### src/rtl/flash_stat_pkg.sv
package flash_stat_pkg;
  localparam int DQ_W = 8;

  typedef enum logic [2:0] {
    ST_IDLE  = 3'd0,
    ST_PROG  = 3'd1,
    ST_ERASE = 3'd2,
    ST_PROT  = 3'd3,
    ST_FAIL  = 3'd4
  } fsr_state_t;
endpackage

### src/rtl/fsr_rst_sync.sv
module fsr_rst_sync (
  input  logic clk,
  input  logic rst_n_in,
  output logic rst_n_out
);
  logic [1:0] sync_q;

  always_ff @(posedge clk or negedge rst_n_in) begin
    if (!rst_n_in) sync_q <= 2'b00;
    else           sync_q <= {sync_q[0], 1'b1};
  end

  assign rst_n_out = sync_q[1];
endmodule

### src/rtl/fsr_hold_timer.sv
module fsr_hold_timer #(
  parameter int HOLD_CYC = 5000
) (
  input  logic clk,
  input  logic rst_n,
  input  logic run,
  output logic expire
);
  localparam int CW = $clog2(HOLD_CYC + 1);
  localparam logic [CW-1:0] LAST = CW'(HOLD_CYC - 1);

  logic [CW-1:0] cnt_q, cnt_d;

  assign expire = run && (cnt_q == LAST);

  always_comb begin
    cnt_d = cnt_q;
    if (!run)        cnt_d = '0;
    else if (!expire) cnt_d = cnt_q + 1'b1;
  end

  always_ff @(posedge clk or negedge rst_n) begin
    if (!rst_n) cnt_q <= '0;
    else        cnt_q <= cnt_d;
  end

  // the window counter never passes its terminal count
  a_r8_cnt_bound: assert property (@(posedge clk) disable iff (!rst_n)
    cnt_q <= LAST);
  // an idle timer sits at zero on the following cycle
  a_r8_cnt_clear: assert property (@(posedge clk) disable iff (!rst_n)
    !run |=> cnt_q == '0);
endmodule

### src/rtl/fsr_toggle.sv
module fsr_toggle (
  input  logic clk,
  input  logic rst_n,
  input  logic rd_act,
  input  logic stat_act,
  output logic tog
);
  logic rd_q;
  logic tog_q, tog_d;
  logic rd_end;

  assign rd_end = rd_q && !rd_act;

  always_comb begin
    tog_d = tog_q;
    if (rd_end && stat_act) tog_d = ~tog_q;
  end

  always_ff @(posedge clk or negedge rst_n) begin
    if (!rst_n) begin
      rd_q  <= 1'b0;
      tog_q <= 1'b0;
    end else begin
      rd_q  <= rd_act;
      tog_q <= tog_d;
    end
  end

  assign tog = tog_q;

  // bit 6 holds still for the whole duration of one read cycle
  a_r6_stable_in_read: assert property (@(posedge clk) disable iff (!rst_n)
    (rd_q && rd_act) |=> $stable(tog_q));
endmodule

### src/rtl/fsr_seq_fsm.sv
module fsr_seq_fsm
  import flash_stat_pkg::*;
(
  input  logic       clk,
  input  logic       rst_n,
  input  logic       alg_start,
  input  logic       alg_erase,
  input  logic       alg_done,
  input  logic       alg_timeout,
  input  logic       sect_all_prot,
  input  logic       reset_cmd,
  input  logic       hold_expire,
  output fsr_state_t state,
  output logic       erase_kind,
  output logic       hold_run
);
  fsr_state_t st_q, st_d;
  logic       kind_q, kind_d;
  logic       kind_en;

  assign kind_en = (st_q == ST_IDLE) && alg_start && !reset_cmd;

  always_comb begin
    st_d = st_q;
    unique case (st_q)
      ST_IDLE: begin
        if (kind_en) begin
          if (alg_erase && sect_all_prot) st_d = ST_PROT;
          else if (alg_erase)             st_d = ST_ERASE;
          else                            st_d = ST_PROG;
        end
      end
      ST_PROG, ST_ERASE: begin
        if (reset_cmd)        st_d = ST_IDLE;
        else if (alg_timeout) st_d = ST_FAIL;
        else if (alg_done)    st_d = ST_IDLE;
      end
      ST_PROT: begin
        if (reset_cmd || hold_expire) st_d = ST_IDLE;
      end
      ST_FAIL: begin
        if (reset_cmd) st_d = ST_IDLE;
      end
      default: st_d = ST_IDLE;
    endcase
  end

  always_comb begin
    kind_d = kind_q;
    if (kind_en) kind_d = alg_erase;
  end

  always_ff @(posedge clk or negedge rst_n) begin
    if (!rst_n) begin
      st_q   <= ST_IDLE;
      kind_q <= 1'b0;
    end else begin
      st_q   <= st_d;
      kind_q <= kind_d;
    end
  end

  assign state      = st_q;
  assign erase_kind = kind_q;
  assign hold_run   = (st_q == ST_PROT);

  // a reset command always lands in the idle state
  a_r9_reset_idle: assert property (@(posedge clk) disable iff (!rst_n)
    reset_cmd |=> st_q == ST_IDLE);
  // failure persists until a reset command
  a_r7_fail_sticky: assert property (@(posedge clk) disable iff (!rst_n)
    (st_q == ST_FAIL && !reset_cmd) |=> st_q == ST_FAIL);
  // the protected-erase hold ends only by timer or reset
  a_r8_hold_keep: assert property (@(posedge clk) disable iff (!rst_n)
    (st_q == ST_PROT && !hold_expire && !reset_cmd) |=> st_q == ST_PROT);
  // an operation begins the cycle after the start strobe
  a_r5_start: assert property (@(posedge clk) disable iff (!rst_n)
    (st_q == ST_IDLE && alg_start && !reset_cmd) |=> st_q != ST_IDLE);
endmodule

### src/rtl/flash_status_readout.sv
module flash_status_readout
  import flash_stat_pkg::*;
#(
  parameter int ADDR_W  = 22,
  parameter int CLK_HZ  = 50_000_000,
  parameter int HOLD_US = 100
) (
  input  logic              clk,
  input  logic              rst_n,
  input  logic              alg_start,
  input  logic              alg_erase,
  input  logic              alg_done,
  input  logic              alg_timeout,
  input  logic              sect_all_prot,
  input  logic              reset_cmd,
  input  logic [ADDR_W-1:0] prog_addr,
  input  logic [7:0]        prog_data,
  input  logic [ADDR_W-1:0] rd_addr,
  input  logic              ce_n,
  input  logic              oe_n,
  input  logic [7:0]        array_data,
  output logic [7:0]        dq
);
  localparam int HOLD_CYC = (CLK_HZ / 1_000_000) * HOLD_US;

  logic       rst_n_s;
  fsr_state_t state;
  logic       erase_kind;
  logic       hold_run;
  logic       hold_expire;
  logic       tog;
  logic       rd_act;
  logic       stat_act;
  logic       failed;
  logic       poll_bit;
  logic [DQ_W-1:0] stat_word;

  fsr_rst_sync u_rst (
    .clk      (clk),
    .rst_n_in (rst_n),
    .rst_n_out(rst_n_s)
  );

  fsr_hold_timer #(.HOLD_CYC(HOLD_CYC)) u_hold (
    .clk   (clk),
    .rst_n (rst_n_s),
    .run   (hold_run),
    .expire(hold_expire)
  );

  fsr_seq_fsm u_fsm (
    .clk          (clk),
    .rst_n        (rst_n_s),
    .alg_start    (alg_start),
    .alg_erase    (alg_erase),
    .alg_done     (alg_done),
    .alg_timeout  (alg_timeout),
    .sect_all_prot(sect_all_prot),
    .reset_cmd    (reset_cmd),
    .hold_expire  (hold_expire),
    .state        (state),
    .erase_kind   (erase_kind),
    .hold_run     (hold_run)
  );

  assign rd_act   = !ce_n && !oe_n;
  assign stat_act = (state != ST_IDLE);
  assign failed   = (state == ST_FAIL);

  fsr_toggle u_tog (
    .clk     (clk),
    .rst_n   (rst_n_s),
    .rd_act  (rd_act),
    .stat_act(stat_act),
    .tog     (tog)
  );

  always_comb begin
    poll_bit = 1'b0;
    if (!erase_kind && (rd_addr == prog_addr)) poll_bit = ~prog_data[7];
  end

  assign stat_word = {poll_bit, tog, failed, 5'b00000};

  always_comb begin
    dq = '0;
    if (rd_act) dq = stat_act ? stat_word : array_data;
  end

  // the bus is quiet outside read cycles
  a_r1_quiet: assert property (@(posedge clk) disable iff (!rst_n_s)
    !rd_act |-> dq == 8'h00);
  // spare status bits read 0
  a_r10_spare_zero: assert property (@(posedge clk) disable iff (!rst_n_s)
    (rd_act && stat_act) |-> dq[4:0] == 5'b00000);
  // erase polling reads 0 on bit 7
  a_r4_erase_poll: assert property (@(posedge clk) disable iff (!rst_n_s)
    (rd_act && state == ST_ERASE) |-> !dq[7]);
  // bit 5 only under failure
  a_r10_fail_only: assert property (@(posedge clk) disable iff (!rst_n_s)
    (rd_act && stat_act && state != ST_FAIL) |-> !dq[5]);
endmodule

### config.mk
export PLATFORM = sky130hd
export DESIGN_NAME = flash_status_readout
export DESIGN_NICKNAME = d
export VERILOG_FILES = /design/src/rtl/flash_stat_pkg.sv /design/src/rtl/fsr_rst_sync.sv /design/src/rtl/fsr_hold_timer.sv /design/src/rtl/fsr_toggle.sv /design/src/rtl/fsr_seq_fsm.sv /design/src/rtl/flash_status_readout.sv
export SDC_FILE = /design/constraint.sdc
export NUM_CORES = 1
export LEC_CHECK = 0
export ABC_CLOCK_PERIOD_IN_PS = 1400
export CAP_MARGIN = 10
export CORE_ASPECT_RATIO = 2
export CORE_MARGIN = 4
export CORE_UTILIZATION = 50
export CTS_CLUSTER_DIAMETER = 50
export DETAILED_ROUTE_END_ITERATION = 10
export DONT_BUFFER_PORTS = 1
export MAX_ROUTING_LAYER = met4
export SLEW_MARGIN = 30
export SYNTH_ARGS = -nofsm -noshare
export SYNTH_HDL_FRONTEND = slang
export SYNTH_HIERARCHICAL = 1
export SYNTH_SLANG_ARGS = --single-unit
### constraint.sdc
create_clock -name clk -period 1.4 [get_ports clk]
set_input_delay 0.07 -clock clk [delete_from_list [all_inputs] [get_ports clk]]
set_output_delay 0.07 -clock clk [all_outputs]
set_load 0.05 [all_outputs]
# Word level (Yosys, flattened, before mapping)
# Cells that the tools add are included.
# W data, S select, Z words.
dict set report totals {
  reg_bits 21
  in_bits 70
  out_inout_bits 8
  elab_cells 52
}
dict set report op_classes {
  n_addsub 1
  eq_ne 11
  n_mux 14
  bitwise_logic 2
  n_reduce_logical 18
}
# cell count
set op_table {}
lappend op_table {{$mux W13} 2}
lappend op_table {{$eq A22 B22 Y1} 1}
lappend op_table {{$mux W3} 7}
lappend op_table {{$mux W8} 2}
lappend op_table {{$add A13 B1 Y13 const B} 1}
lappend op_table {{$eq A13 B13 Y1 const B} 1}
lappend op_table {{$pmux W3 S4} 1}
lappend op_table {{$logic_and A1 B1 Y1} 8}
lappend op_table {{$eq A3 B2 Y1 const B} 2}
lappend op_table {{$logic_not A1 Y1} 5}
lappend op_table {{$ne A2 B1 Y1 const B} 2}
lappend op_table {{$ne A2 B2 Y1 const B} 2}
lappend op_table {{$ne A4 B4 Y1 const B} 1}
lappend op_table {{$reduce_and A4 Y1} 1}
lappend op_table {{$eq A3 B1 Y1 const B} 1}
lappend op_table {{$eq A3 B3 Y1 const B} 1}
lappend op_table {{$logic_not A3 Y1} 1}
lappend op_table {{$reduce_bool A3 Y1} 1}
lappend op_table {{$mux W2} 1}
lappend op_table {{$not A1 Y1} 2}
lappend op_table {{$reduce_or A2 Y1} 1}
lappend op_table {{$logic_or A1 B1 Y1} 1}
lappend op_table {{$mux W1} 1}

# Longest topological paths before layout
dict set report logic_depth {
  ltp_word 5
  depth_mapped 7
  depth_no_buf 7
}

# By module
# Netlist, hierarchy kept.
# mod n_inst cells_per_inst area_each_um2 seq_area_each_um2
set modules_own_cells {}
lappend modules_own_cells {fsr_hold_timer 1 70 698.2 325.3}
lappend modules_own_cells {flash_status_readout 1 45 359.1 0.0}
lappend modules_own_cells {fsr_seq_fsm 1 24 221.5 100.1}
lappend modules_own_cells {fsr_toggle 1 4 86.3 50.0}
lappend modules_own_cells {fsr_rst_sync 1 3 53.8 50.0}

# Worst setup path after synthesis
# OpenSTA, ideal clock, no wires.
dict set report synth_timing {
  kind {reg2out}
  from {reg u_fsm.st_q[1], in the netlist u_fsm/state[1]}
  to {out dq[5]}
  arrival_time_ps 2148
  t_required_ps 1330
  path_slack_ps -818
  path_stages_with_launch 2
  path_buffers 0
  cell_sequence {dfrtp_1 nor4b_1}
}
dict set report synth_via {
  elab_chain_len 3
  elab_cells_between_ends 4
  cone_classes {1 x eq/ne; 2 x mux; 1 x reduce/logical}
}
# item line_no
set synth_lines {}
lappend synth_lines {{from (decl)} fsr_seq_fsm.sv:17} ;# fsr_state_t st_q, st_d;
lappend synth_lines {{from (signal assigned)} fsr_seq_fsm.sv:58} ;# st_q <= st_d;
lappend synth_lines {{$eq A3 B3 Y1 or $reduce_bool A3 Y1 (tied branches)} {flash_status_readout.sv:68, flash_status_readout.sv:67}}
lappend synth_lines {{$mux W8 (*) (2 in a row)} flash_status_readout.sv:87} ;# if (rd_act) dq = stat_act ? stat_word : array_data;
lappend synth_lines {{to (decl)} flash_status_readout.sv:22} ;# output logic [7:0] dq
# Every way passes the cells marked *; elsewhere a longest branch is shown, timed or not.

# Final worst setup path
dict set report layout_timing {
  from {reg u_fsm.st_q[2], in the netlist u_fsm/state[2]}
  to {out dq[0]}
}
dict set report layout_via {
  elab_chain_len 3
}
# item line_no
set layout_lines {}
lappend layout_lines {{$reduce_bool A3 Y1} flash_status_readout.sv:67} ;# assign stat_act = (state != ST_IDLE);
lappend layout_lines {{$mux W8 (2 in a row)} flash_status_readout.sv:87}
# Every way passes these cells.

==> results.sh <==
export IMPL_status="finished with violations"
export IMPL_violations="negative setup slack"
export IMPL_critical_path_class="flop to output pin"
export IMPL_port_buffers=0
export IMPL_finalHoldViolations=0
export IMPL_drive_gt1_share_pct=50.7
export IMPL_cts_tree="done"
export IMPL_skew_ns=0.00147
export IMPL_syn_area_per_cell_um2=9.72
export IMPL_drv_cap=0
export IMPL_synth_commonest_cells="xor2_1, dfrtp_1, a21oi_1, nand2_1, nand3_1"
export IMPL_p_leak_nw=0.954
export IMPL_max_freq_mhz=606
export IMPL_place_area_um2=1870
export IMPL_h_tree_depth=1
export IMPL_grt_usage_pct=23.0
export IMPL_vias=1376
export IMPL_worstPathArrival_ns=1.58
export IMPL_p_sw_uw=430
export IMPL_layout_setup_ws_ns=-0.250
export IMPL_seq_power_share_pct=45.4
export IMPL_crit_fanout=7
export IMPL_holdCritPathClass="input port to flop"
export IMPL_fin_crit_sh_pct=118
export IMPL_drc=0
export IMPL_required_ns=1.33
export IMPL_clock_latency_ns=0.26
export IMPL_yosys_top_cells_area="dfrtp_1, xor2_1, a21oi_1, mux2i_1, nand3_1"
export IMPL_grt_pass1_wl_um=6350
export IMPL_grt_max_degree=20
export IMPL_swShare_pct=28.9
export IMPL_dieArea_um2=3810
export IMPL_slew_viol_final=0
export IMPL_critPathLaunchType="flop"
export IMPL_rows=27
export IMPL_gp_congestion=0.856
export IMPL_die_w_um=45.7
export IMPL_synth_area_um2=1420
export IMPL_tns_ns=-2.86
export IMPL_nFillCells=164
export IMPL_power_density_nw_per_um2=664
export IMPL_period_needed_ns=1.65
export IMPL_design_area_um2=2240
export IMPL_internal_power_mw=1.06
export IMPL_syn_inst=146
export IMPL_io_pins=78
export IMPL_ys_ff_latch=21
export IMPL_cts_buffers=3
export IMPL_root_buffer="clkbuf_8"
export IMPL_ant_nets=0
export IMPL_avgViaCountPerCell=5.93
export IMPL_synth_edf_count=0
export IMPL_coreArea_um2=2740
export IMPL_setup_violations=21
export IMPL_end_kind="output pin"
export IMPL_die_y_um=83.3
export IMPL_wl_per_cell_um=18.3
export IMPL_drt_wl_total_um=4250
export IMPL_antenna_cells=0
export IMPL_pwr_share_comb_pct=28.2
export IMPL_ir_worst_vdd_uv=798
export IMPL_synth_top_cell_area_share_pct=37.0
export IMPL_drtIter0Drc=27
export IMPL_initial_core_util_pct=51.9
export IMPL_grt_pass1_vias=1426
export IMPL_syn2layout_area_growth_pct=58.1
export IMPL_ys_seq_area_share_pct=37.0
export IMPL_syn_nets=217
export IMPL_synth_most_common_cell="xor2_1"
export IMPL_ys_warn_count=6
export IMPL_power_total_mw=1.49
export IMPL_p_clk_share_pct=26.4
export IMPL_synthArstFlopShare_pct=100
export IMPL_rsz0062_at_grt="true"
export IMPL_cts_sinks=21
export IMPL_hpwlAfterDp_um=3100
export IMPL_nets=275
export IMPL_synth_cell_types=45
export IMPL_regArea_um2=528
export IMPL_yosysTopAreaCell="dfrtp_1"
export IMPL_synth_ff_type="dfrtp_1"
export IMPL_multi_input_area_um2=1040
export IMPL_cts_buffer_depth=2
export IMPL_antenna_found_initial=0
export IMPL_clkTransAtPathRegs_ns=0.07
export IMPL_drtPass1Iterations=4
export IMPL_grt_overflow_total=0
## stage by stage
| stage | hold slack (ns) | std cells | worst slack (ns) | util [%] |
|---|---|---|---|---|
| global placement | -0.226 | 211 | -0.194 | 68.2 |
| finish | 0.0222 | 232 | -0.250 | 82.0 |
| detailed placement | -0.226 | 211 | -0.225 | 68.2 |
| global route | 0.0166 | 232 | -0.350 | 82.0 |
| CTS | 0.0165 | 225 | -0.268 | 76.2 |
| floorplan | -0.226 | 146 | -0.301 | - |
## routing by layer
metal	vias up	track usage [%]	part of all wire, %
met5	-	-	0
met4	0	10.1	2.1
met3	10	2.60	5.0
met2	48	42.5	60
met1	669	21.5	33
li1	649	-	-
## cell type report
class                           count  share of cell area (%)
Clock buffer                        3                    1.84
Clock inverter                      1                   0.223
Inverter                            6                    1.12
Multi-Input combinational cell    117                    46.2
Sequential cell                    21                    23.5
Tap cell                           29                    1.62
Timing Repair Buffer               55                    25.4
## sequential cells by signal, summed over array words and instances (netlist names)
name              cells
u_tog/rd_q            1
u_fsm/state           3
u_hold/cnt_q         13
u_fsm/erase_kind      1
u_tog/tog             1
u_rst/sync_q          2
## timing repair
action	CTS	global route
setup endpoints to repair	21	24
gates resized for setup	21	27
hold buffers	3	1
gates cloned	0	0
pin swaps	12	5
buffers inserted	7	7
hold endpoints to repair	5	1
## power groups by stage
stage          combinational [mW]  clock (mW)  sequential [mW]
6_report                    0.419       0.394            0.676
2_1_floorplan               0.214           0            0.693
4_1_cts                     0.389       0.406            0.675
3_5_place_dp                0.333           0            0.686
5_1_grt                     0.445       0.436            0.681
3_3_place_gp                0.325           0            0.686
## worst paths after layout
check	from	end	slack (ns)	cells past startpoint
max	u_fsm/state[2]$_DFFE_PN0P_	dq[0]	-0.25	4
min	sect_all_prot	u_fsm/state[0]$_DFFE_PN0P_	0.02	2
max reg2reg	u_hold/cnt_q[11]$_DFFE_PN0P_	u_fsm/state[1]$_DFFE_PN0P_	-0.25	6
min reg2reg	u_rst/sync_q[1]$_DFF_PN0_	u_hold/cnt_q[0]$_DFFE_PN0P_	0.21	1
max in group asynchronous	u_rst/sync_q[1]$_DFF_PN0_	u_fsm/state[1]$_DFFE_PN0P_	0.97	1
min in group asynchronous	rst_n	u_rst/sync_q[1]$_DFF_PN0_	0.03	1
## cells by family (layout without fill, tap and decap cells)
group / count (synthesis) / after routing / synth area share [%]
AND/OR/NAND/NOR: 62 / 62 / 30.3
other: 1 / 1 / 0.264
XOR/XNOR: 24 / 24 / 15.3
AO/OA/AOI/OAI: 25 / 25 / 10.6
multiplexers: 4 / 4 / 2.82
flip-flops: 21 / 21 / 37.0
adder cells (fa/ha/maj): 1 / 1 / 0.882
buffers and inverters: 8 / 65 / 2.73
## placed cells by master, fill, tap and decap left out, types with 4 or more instances in the layout
cell type      synthesis  final
a21oi_2                0      9
o31ai_1                4      4
buf_4                  0     28
o21ai_0                5      4
xor2_1                22     22
dlygate4sd3_1          0      4
nand3_1                7      5
nand2_1                8      7
dfrtp_1               21     19
buf_6                  1     16
nor4_1                 5      4
nand4_1                5      5
buf_12                 0      7
nor2_1                 5      4
## critical path, stage by stage (launching register included)
cell and delay [ns]:
dfrtp_2 0.44, nor3_4 0.36, buf_4 0.19, and3_4 0.19, buf_12 0.13
(Power assumes the default switching activity.)
